File: config.mk
export PLATFORM = sky130hd
export DESIGN_NAME = spi_pt_filter
export DESIGN_NICKNAME = d
export VERILOG_FILES = /design/src/rtl/spi_pt_pkg.sv /design/src/rtl/spi_pt_slot_lookup.sv /design/src/rtl/spi_pt_dummy_calc.sv /design/src/rtl/spi_pt_bit_subst.sv /design/src/rtl/spi_pt_addr_mode.sv /design/src/rtl/spi_pt_filter.sv
export SDC_FILE = /design/constraint.sdc
export NUM_CORES = 1
export LEC_CHECK = 0
export BUFFER_PORTS_ARGS = -buffer_cell sky130_fd_sc_hd__buf_2
export CAP_MARGIN = 30
export CORE_AREA = 2 2 329 331
export CTS_BUF_LIST = sky130_fd_sc_hd__clkbuf_8 sky130_fd_sc_hd__clkbuf_16
export DETAILED_ROUTE_END_ITERATION = 8
export DIE_AREA = 0 0 331 333
export PLACE_DENSITY_LB_ADDON = 0.05
export SETUP_SLACK_MARGIN = 0.15
export SLEW_MARGIN = 10
export SYNTH_ARGS = -nofsm -noshare
export SYNTH_HDL_FRONTEND = slang
export SYNTH_HIERARCHICAL = 1
export SYNTH_SLANG_ARGS = --single-unit
File: constraint.sdc
create_clock -name clk -period 3.95 [get_ports clk]
set_input_delay 0.5925 -clock clk [delete_from_list [all_inputs] [get_ports clk]]
set_output_delay 0.5925 -clock clk [all_outputs]
set_load 0.02 [all_outputs]
File: src/rtl/spi_pt_pkg.sv
package spi_pt_pkg;

    typedef enum logic [2:0] {
        ST_IDLE,
        ST_OPCODE,
        ST_DECODE,
        ST_ADDR,
        ST_DUMMY,
        ST_PAYLOAD,
        ST_PASS,
        ST_BLOCK
    } pt_state_e;

    // Packed slot layout, MSB first: valid, opcode, address mode,
    // dummy enable, dummy size, host-driven payload, address swap, payload swap.
    typedef struct packed {
        logic       valid;
        logic [7:0] opcode;
        logic [1:0] addr_mode;
        logic       dummy_en;
        logic [2:0] dummy_size;
        logic       pay_in;
        logic       addr_swap;
        logic       pay_swap;
    } slot_cfg_t;

    localparam int SLOT_W = $bits(slot_cfg_t);

    localparam logic [1:0] AM_NONE  = 2'd0;
    localparam logic [1:0] AM_TRACK = 2'd1;
    localparam logic [1:0] AM_3B    = 2'd2;
    localparam logic [1:0] AM_4B    = 2'd3;

    localparam logic [1:0] LANE_SINGLE = 2'd0;
    localparam logic [1:0] LANE_DUAL   = 2'd1;

endpackage

File: src/rtl/spi_pt_slot_lookup.sv
module spi_pt_slot_lookup
    import spi_pt_pkg::*;
#(
    parameter int NSLOT = 24
) (
    input  logic [NSLOT*SLOT_W-1:0] slots,
    input  logic [7:0]              opcode,
    output logic                    hit,
    output logic [1:0]              addr_mode,
    output logic                    dummy_en,
    output logic [2:0]              dummy_size,
    output logic                    pay_in,
    output logic                    addr_swap,
    output logic                    pay_swap
);

    slot_cfg_t        ent [NSLOT];
    logic [NSLOT-1:0] match;

    for (genvar g = 0; g < NSLOT; g++) begin : g_slot
        assign ent[g]   = slot_cfg_t'(slots[g*SLOT_W +: SLOT_W]);
        assign match[g] = ent[g].valid && (ent[g].opcode == opcode);
    end

    // Walk from the highest index down so the lowest matching index wins.
    always_comb begin
        hit        = 1'b0;
        addr_mode  = AM_NONE;
        dummy_en   = 1'b0;
        dummy_size = 3'd0;
        pay_in     = 1'b0;
        addr_swap  = 1'b0;
        pay_swap   = 1'b0;
        for (int i = NSLOT - 1; i >= 0; i--) begin
            if (match[i]) begin
                hit        = 1'b1;
                addr_mode  = ent[i].addr_mode;
                dummy_en   = ent[i].dummy_en;
                dummy_size = ent[i].dummy_size;
                pay_in     = ent[i].pay_in;
                addr_swap  = ent[i].addr_swap;
                pay_swap   = ent[i].pay_swap;
            end
        end
    end

endmodule

File: src/rtl/spi_pt_dummy_calc.sv
module spi_pt_dummy_calc
    import spi_pt_pkg::*;
(
    input  logic [1:0] lanes,
    input  logic       enable,
    input  logic [2:0] size,
    output logic [2:0] cycles
);

    always_comb begin
        if (!enable) begin
            cycles = 3'd0;
        end else begin
            unique case (lanes)
                LANE_SINGLE: cycles = 3'd7;
                LANE_DUAL:   cycles = (size <= 3'd3) ? 3'd3 : 3'd7;
                default:     cycles = {size[2:1], 1'b1};
            endcase
        end
    end

endmodule

File: src/rtl/spi_pt_bit_subst.sv
module spi_pt_bit_subst #(
    parameter int W     = 32,
    localparam int IDX_W = $clog2(W)
) (
    input  logic             enable,
    input  logic [W-1:0]     mask,
    input  logic [W-1:0]     value,
    input  logic [IDX_W-1:0] idx,
    input  logic             din,
    output logic             dout
);

    always_comb begin
        dout = din;
        if (enable && mask[idx]) begin
            dout = value[idx];
        end
    end

endmodule

File: src/rtl/spi_pt_addr_mode.sv
module spi_pt_addr_mode #(
    parameter bit RESET_4B = 1'b0
) (
    input  logic clk,
    input  logic rst_n,
    input  logic upd_en,
    input  logic go_4b,
    input  logic go_3b,
    output logic addr_4b
);

    always_ff @(posedge clk or negedge rst_n) begin
        if (!rst_n) begin
            addr_4b <= RESET_4B;
        end else if (upd_en && go_4b) begin
            addr_4b <= 1'b1;
        end else if (upd_en && go_3b) begin
            addr_4b <= 1'b0;
        end
    end

endmodule

File: src/rtl/spi_pt_filter.sv
module spi_pt_filter
    import spi_pt_pkg::*;
#(
    parameter int         NSLOT     = 24,
    parameter int         ADDR_W    = 32,
    parameter int         PAY_BITS  = 32,
    parameter logic [7:0] OP_ENTER4 = 8'hB7,
    parameter logic [7:0] OP_EXIT4  = 8'hE9,
    parameter bit         RESET_4B  = 1'b0
) (
    input  logic                    clk,
    input  logic                    rst_n,
    input  logic                    host_csb,
    input  logic                    host_sck_rise,
    input  logic                    host_mosi,
    input  logic [1:0]              lanes,
    input  logic [255:0]            cfg_filter,
    input  logic [NSLOT*SLOT_W-1:0] cfg_slots,
    input  logic [ADDR_W-1:0]       addr_mask,
    input  logic [ADDR_W-1:0]       addr_value,
    input  logic [PAY_BITS-1:0]     pay_mask,
    input  logic [PAY_BITS-1:0]     pay_value,
    output logic                    dev_csb,
    output logic                    dev_op_valid,
    output logic [7:0]              dev_opcode,
    output logic                    dev_bit_valid,
    output logic                    dev_bit,
    output logic                    addr_4b
);

    localparam int MAXC   = (ADDR_W > PAY_BITS) ? ADDR_W : PAY_BITS;
    localparam int CNT_W  = $clog2(MAXC + 1);
    localparam int AIDX_W = $clog2(ADDR_W);
    localparam int PIDX_W = $clog2(PAY_BITS);
    localparam int ALEN3  = ADDR_W - 8;
    localparam int ALEN4  = ADDR_W;

    pt_state_e state_q, state_d;

    logic [7:0]       op_q;
    logic [CNT_W-1:0] cnt_q;
    logic [CNT_W-1:0] alen_q;
    logic [2:0]       dum_q;
    logic [1:0]       lanes_q;
    logic             aswap_q;
    logic             pswap_q;

    // ---------------- decode-cycle lookup ----------------
    logic       look_hit, look_den, look_pin, look_aswap, look_pswap;
    logic [1:0] look_am;
    logic [2:0] look_dsz;
    logic [2:0] dec_dum;
    logic [CNT_W-1:0] dec_alen;
    logic       dec_block;
    pt_state_e  dec_next;

    spi_pt_slot_lookup #(.NSLOT(NSLOT)) u_lookup (
        .slots      (cfg_slots),
        .opcode     (op_q),
        .hit        (look_hit),
        .addr_mode  (look_am),
        .dummy_en   (look_den),
        .dummy_size (look_dsz),
        .pay_in     (look_pin),
        .addr_swap  (look_aswap),
        .pay_swap   (look_pswap)
    );

    spi_pt_dummy_calc u_dummy (
        .lanes  (lanes),
        .enable (look_den),
        .size   (look_dsz),
        .cycles (dec_dum)
    );

    assign dec_block = cfg_filter[op_q];

    always_comb begin
        unique case (look_am)
            AM_NONE:  dec_alen = '0;
            AM_TRACK: dec_alen = addr_4b ? CNT_W'(ALEN4) : CNT_W'(ALEN3);
            AM_3B:    dec_alen = CNT_W'(ALEN3);
            default:  dec_alen = CNT_W'(ALEN4);
        endcase
    end

    always_comb begin
        if (dec_block)               dec_next = ST_BLOCK;
        else if (!look_hit)          dec_next = ST_PASS;
        else if (dec_alen != '0)     dec_next = ST_ADDR;
        else if (dec_dum != 3'd0)    dec_next = ST_DUMMY;
        else                         dec_next = ST_PAYLOAD;
    end

    // ---------------- address-length tracking ----------------
    logic mode_upd;
    assign mode_upd = (state_q == ST_DECODE) && !host_csb && !dec_block;

    spi_pt_addr_mode #(.RESET_4B(RESET_4B)) u_mode (
        .clk     (clk),
        .rst_n   (rst_n),
        .upd_en  (mode_upd),
        .go_4b   (op_q == OP_ENTER4),
        .go_3b   (op_q == OP_EXIT4),
        .addr_4b (addr_4b)
    );

    // ---------------- phase boundaries ----------------
    logic addr_last, dum_last, op_last;
    assign op_last   = (cnt_q == CNT_W'(7));
    assign addr_last = (cnt_q == alen_q - CNT_W'(1));
    assign dum_last  = (cnt_q == CNT_W'(dum_q) - CNT_W'(1));

    // ---------------- next state ----------------
    always_comb begin
        state_d = state_q;
        if (host_csb) begin
            state_d = ST_IDLE;
        end else begin
            unique case (state_q)
                ST_IDLE, ST_OPCODE: begin
                    if (host_sck_rise) state_d = op_last ? ST_DECODE : ST_OPCODE;
                end
                ST_DECODE: state_d = dec_next;
                ST_ADDR: begin
                    if (host_sck_rise && addr_last)
                        state_d = (dum_q != 3'd0) ? ST_DUMMY : ST_PAYLOAD;
                end
                ST_DUMMY: begin
                    if (host_sck_rise && dum_last) state_d = ST_PAYLOAD;
                end
                ST_PAYLOAD, ST_PASS, ST_BLOCK: state_d = state_q;
                default: state_d = ST_IDLE;
            endcase
        end
    end

    // ---------------- state register ----------------
    always_ff @(posedge clk or negedge rst_n) begin
        if (!rst_n) state_q <= ST_IDLE;
        else        state_q <= state_d;
    end

    // ---------------- counters and per-command settings ----------------
    always_ff @(posedge clk or negedge rst_n) begin
        if (!rst_n) begin
            op_q    <= '0;
            cnt_q   <= '0;
            alen_q  <= '0;
            dum_q   <= '0;
            lanes_q <= '0;
            aswap_q <= 1'b0;
            pswap_q <= 1'b0;
        end else if (host_csb) begin
            cnt_q <= '0;
        end else begin
            unique case (state_q)
                ST_IDLE, ST_OPCODE: begin
                    if (host_sck_rise) begin
                        op_q  <= {op_q[6:0], host_mosi};
                        cnt_q <= op_last ? '0 : cnt_q + CNT_W'(1);
                    end
                end
                ST_DECODE: begin
                    alen_q  <= dec_alen;
                    dum_q   <= dec_dum;
                    lanes_q <= lanes;
                    aswap_q <= look_aswap;
                    pswap_q <= look_pswap && look_pin;
                    cnt_q   <= '0;
                end
                ST_ADDR: begin
                    if (host_sck_rise) cnt_q <= addr_last ? '0 : cnt_q + CNT_W'(1);
                end
                ST_DUMMY: begin
                    if (host_sck_rise) cnt_q <= dum_last ? '0 : cnt_q + CNT_W'(1);
                end
                ST_PAYLOAD: begin
                    if (host_sck_rise && (cnt_q < CNT_W'(PAY_BITS))) cnt_q <= cnt_q + CNT_W'(1);
                end
                default: cnt_q <= cnt_q;
            endcase
        end
    end

    // ---------------- bit substitution ----------------
    logic [AIDX_W-1:0] addr_idx;
    logic [PIDX_W-1:0] pay_idx;
    logic              addr_bit, pay_bit, pay_window;

    assign addr_idx   = AIDX_W'(alen_q - cnt_q - CNT_W'(1));
    assign pay_idx    = PIDX_W'(CNT_W'(PAY_BITS - 1) - cnt_q);
    assign pay_window = cnt_q < CNT_W'(PAY_BITS);

    spi_pt_bit_subst #(.W(ADDR_W)) u_addr_sub (
        .enable (aswap_q),
        .mask   (addr_mask),
        .value  (addr_value),
        .idx    (addr_idx),
        .din    (host_mosi),
        .dout   (addr_bit)
    );

    spi_pt_bit_subst #(.W(PAY_BITS)) u_pay_sub (
        .enable (pswap_q && pay_window),
        .mask   (pay_mask),
        .value  (pay_value),
        .idx    (pay_idx),
        .din    (host_mosi),
        .dout   (pay_bit)
    );

    // ---------------- outputs ----------------
    logic fwd, next_bit;
    assign fwd = !host_csb && host_sck_rise &&
                 ((state_q == ST_ADDR) || (state_q == ST_DUMMY) ||
                  (state_q == ST_PAYLOAD) || (state_q == ST_PASS));

    always_comb begin
        unique case (state_q)
            ST_ADDR:    next_bit = addr_bit;
            ST_PAYLOAD: next_bit = pay_bit;
            default:    next_bit = host_mosi;
        endcase
    end

    always_ff @(posedge clk or negedge rst_n) begin
        if (!rst_n) begin
            dev_csb       <= 1'b1;
            dev_op_valid  <= 1'b0;
            dev_opcode    <= '0;
            dev_bit_valid <= 1'b0;
            dev_bit       <= 1'b0;
        end else begin
            dev_op_valid  <= 1'b0;
            dev_bit_valid <= fwd;
            if (fwd) dev_bit <= next_bit;
            if (host_csb) begin
                dev_csb <= 1'b1;
            end else if (state_q == ST_DECODE) begin
                dev_csb      <= dec_block;
                dev_op_valid <= !dec_block;
                dev_opcode   <= op_q;
            end
        end
    end

    // ---------------- assertions ----------------
    p_op_beat_selects_r2: assert property (@(posedge clk) disable iff (!rst_n)
        dev_op_valid |-> !dev_csb);

    p_blocked_silent_r3: assert property (@(posedge clk) disable iff (!rst_n)
        (state_q == ST_BLOCK) |-> (dev_csb && !dev_op_valid && !dev_bit_valid));

    p_addr_len_legal_r5: assert property (@(posedge clk) disable iff (!rst_n)
        (state_q == ST_ADDR) |-> ((alen_q == CNT_W'(ALEN3)) || (alen_q == CNT_W'(ALEN4))));

    p_mode_moves_at_decode_r8: assert property (@(posedge clk) disable iff (!rst_n)
        (addr_4b != $past(addr_4b)) |-> $past(state_q == ST_DECODE));

    p_dummy_legal_r9: assert property (@(posedge clk) disable iff (!rst_n)
        (state_q == ST_DUMMY) |->
            ((lanes_q == LANE_SINGLE) ? (dum_q == 3'd7) :
             (lanes_q == LANE_DUAL)   ? ((dum_q == 3'd3) || (dum_q == 3'd7)) :
                                        dum_q[0]));

    p_csb_follows_host_r10: assert property (@(posedge clk) disable iff (!rst_n)
        $past(host_csb) |-> dev_csb);

    p_bit_after_strobe_r11: assert property (@(posedge clk) disable iff (!rst_n)
        dev_bit_valid |-> $past(host_sck_rise));

endmodule

==> impl_summary.txt <==
----------------------------------------------------
[GRT]
  Number of antenna violations at the first check in global routing ... 39
  Total overflow reported by the global router ... 0
  Number of global-route vias before repair ... 14800
  Global routing usage summed across all routing layers ... 0.147
  Wire length of the first global-routing pass ... 115 mm
  Maximum number of pins on one net before global-route repair ... 66

[Setup path]
  List of cells traversed by the critical path ... buf_12 -> buf_4 -> xnor2_1 -> nand3_1 -> nor3_4 -> buf_12 -> buf_4 -> buf_4 -> o2bb2ai_1 -> or4_4 -> nor4_4 -> a21oi_4 -> a31oi_4 -> buf_4 -> nor2_1 -> buf_4 -> o31ai_4 -> a21oi_2 -> a311oi_2
  Critical path data required time ... 4.16 ns
  Max Fanout on Critical Path ... 7
  First element of the critical path ... op_q[7]$_DFFE_PN0P_
  Cell type of the slowest stage on the worst timing path ... sky130_fd_sc_hd__or4_4
  Family of cells with the greatest summed delay on the critical path ... buffers and inverters
  Max stage delay on crit path ... 0.47 ns
  Most used cell, CP ... sky130_fd_sc_hd__buf_4
  Worst Setup Start Kind ... register
  CP Capture Type ... register
  Data arrival at the endpoint of the critical path ... 3.86 ns
  Type of the setup path with the least slack ... reg2reg
  Worst reg2reg startpoint ... op_q[7]$_DFFE_PN0P_
  Buffers plus inverters on the worst setup path ... 7

[Timing]
  Transition time of the tightest slew-check pin ... 0.808 ns
  Final Hold Violating Endpoints ... 0
  RSZ-0062 raised after global routing ... yes
  Final total negative setup slack ... 0 ns
  Max-slew violations ... 0
  Setup-failing EPs final ... 0
  Crit share post-route ... 0.924
  Fin Clk Skew ... 0.0144 ns
  Slew headroom ... 0.461
  Post-route setup slack ... 0.299 ns
  Final critical-path required period ... 3.65 ns
  Fmax ... 274 MHz

[Drt]
  1st-iter DRT viols ... 489
  Vias after detailed routing ... 13300
  Highest signal layer in the routed design ... met5
  Residual antenna-violating net count after detailed routing ... 0
  M1 WL ... 33.4 mm
  Pre-Repair DR Iteration Count ... 5
  Routed WL per cell ... 24.9 microns
  Wire length after detailed routing ... 86.1 mm
  Vias per inst ... 3.86
  DRC errors left ... 0
  Total met2 wirelength after detailed routing ... 45.7 mm
  Routed length on met3 ... 5.75 mm

[Clock tree]
  H-Tree Depth ... 2
  Clock tree from TritonCTS ... done
  Insertion delay to the later sink of the worst-skew pair ... 0.30 ns
  Count of hold-fix buffers inserted at cts ... 0
  CTS clock-pin slew for the worst setup and hold paths ... 0.07 ns
  Root Buffer ... sky130_fd_sc_hd__clkbuf_16
  CTS buffer count ... 5
  Sinks on Clock Net ... 37
  Clock tree buffer depth ... 2

[Hold path]
  HP Class ... in2async

[Synthesis]
  Number of synthesis warnings ... 6
  Synth Instances ... 1155
  Synthesized Nets ... 1982
  Netlist area before placement ... 0.0103 sq mm
  Avg Inst Size Synth ... 8.88 sq um

[Floorplanning]
  Die Wd ... 331 microns
  Core area ... 0.107 sq mm
  Top-Level Pins ... 836
  Die span in y ... 333 microns
  Number of standard-cell rows in the floorplan ... 120
  Die footprint ... 0.110 sq mm
  Starting Density ... 0.0962

[Run status]
  Status ... finished, final reports clean

[Finish]
  Post-route standard cell area excluding fillers ... 0.0178 sq mm
  Most frequent standard cell in the layout excluding fill and tap cells ... sky130_fd_sc_hd__buf_2
  Synth-to-layout area growth ... 73.9%
  Share of final-layout standard cells stronger than drive strength 1 ... 0.598
  Commonest cells after routing, fill and taps aside ... 811 x sky130_fd_sc_hd__buf_2, 130 x sky130_fd_sc_hd__xnor2_1, 120 x sky130_fd_sc_hd__buf_4
  Net count reported at finish ... 2870

[Flow run]
  Max-cap check violation count ... 0

[Power]
  Power density normalized to cell area ... 288 mW/mm^2
  Sequential fraction of design power ... 0.109
  Net Switching ... 2.47 mW
  Cell-internal power ... 2.67 mW
  Switch share ... 0.480
  IR Drop Worst-Case VDD ... 0.140 mV
  Static leakage ... 7.81 nW
  Clock share of power ... 0.089
  Logic pwr share ... 0.802

[Place]
  Port Buffers ... 811
  Setup slack after placement ... -0.583 ns
  Routability congestion estimate ... 0.825
  HPWL after detailed placement ... 75.6 mm
  Placement-stage cell area ... 0.0165 sq mm

----------------------------------------------------
timing repair:
action                     in CTS  in global routing
setup endpoints to repair       9                  4
resized for setup              52                 79
buffers inserted                7                 31
cloned                          0                  3
pin swaps                      11                 39
worst reg2reg max path, cell delays in order (launching register included):
cell,delay (ns)
sky130_fd_sc_hd__dfrtp_2,0.42
sky130_fd_sc_hd__buf_12,0.15
sky130_fd_sc_hd__buf_4,0.19
sky130_fd_sc_hd__xnor2_1,0.15
sky130_fd_sc_hd__nand3_1,0.14
sky130_fd_sc_hd__nor3_4,0.07
sky130_fd_sc_hd__buf_12,0.13
sky130_fd_sc_hd__buf_4,0.15
sky130_fd_sc_hd__buf_4,0.16
sky130_fd_sc_hd__o2bb2ai_1,0.13
sky130_fd_sc_hd__or4_4,0.47
sky130_fd_sc_hd__nor4_4,0.34
sky130_fd_sc_hd__a21oi_4,0.13
sky130_fd_sc_hd__a31oi_4,0.22
sky130_fd_sc_hd__buf_4,0.14
sky130_fd_sc_hd__nor2_1,0.04
sky130_fd_sc_hd__buf_4,0.16
sky130_fd_sc_hd__o31ai_4,0.07
sky130_fd_sc_hd__a21oi_2,0.09
sky130_fd_sc_hd__a311oi_2,0.25
layer usage:
layer	vias to the layer above	GRT usage
met4	36	0.0155
met3	81	0.0327
met5	-	0
met2	550	0.287
met1	6436	0.165
li1	6235	-
final cells by class:
cell class | count | area [sq um]
Clock inverter | 2 | 13.8
Clock buffer | 6 | 139
Antenna cell | 7 | 17.5
Multi-Input combinational cell | 991 | 9130
Sequential cell | 37 | 955
Timing Repair Buffer | 974 | 5700
Inverter | 34 | 128
Tap cell | 1403 | 1760
Fill cell | 12300 | 88800
metrics by stage:
stage / cells / utilization / power [mW] / hold WS, ns
after detailed placement: 3398 / 0.155 / 4.46 / 0.467
after CTS: 3413 / 0.160 / 5.07 / 0.175
after global routing: 3451 / 0.167 / 5.57 / 0.190
after global placement: 3395 / 0.155 / 4.47 / 0.468
after floorplan: 1155 / - / 2.86 / 0.297
final: 3454 / 0.167 / 5.14 / 0.198
state kept, by name, indices dropped and copies added (netlist names):
name and count:
dev_op_valid 1, state_q 3, dev_csb 1, pswap_q 1, dev_bit 1, dev_opcode 8, alen_q 2, op_q 8
u_mode/addr_4b 1, dum_q 3, aswap_q 1, dev_bit_valid 1, cnt_q 6
power by group through the flow:
stage / Clock (mW) / Sequential, mW / Combinational (mW)
3_3_place_gp: 0 / 0.573 / 3.90
2_1_floorplan: 0 / 0.486 / 2.38
5_1_grt: 0.500 / 0.572 / 4.49
3_5_place_dp: 0 / 0.577 / 3.89
4_1_cts: 0.493 / 0.562 / 4.02
6_report: 0.455 / 0.561 / 4.12
worst paths after layout:
path | end | slack [ns] | cells after the start
worst min-delay path | cnt_q[3]$_DFFE_PN0P_ | 0.20 | 1
worst min register to register | dev_opcode[5]$_DFFE_PN0P_ | 0.49 | 2
worst max-delay path | state_q[0]$_DFFE_PN0P_ | 0.30 | 19
min in group clk | dev_opcode[5]$_DFFE_PN0P_ | 0.49 | 2
worst max register to register | state_q[0]$_DFFE_PN0P_ | 0.30 | 19
max in group asynchronous | op_q[5]$_DFFE_PN0P_ | 3.02 | 3
No activity file was read; power rests on OpenSTA's default activity.
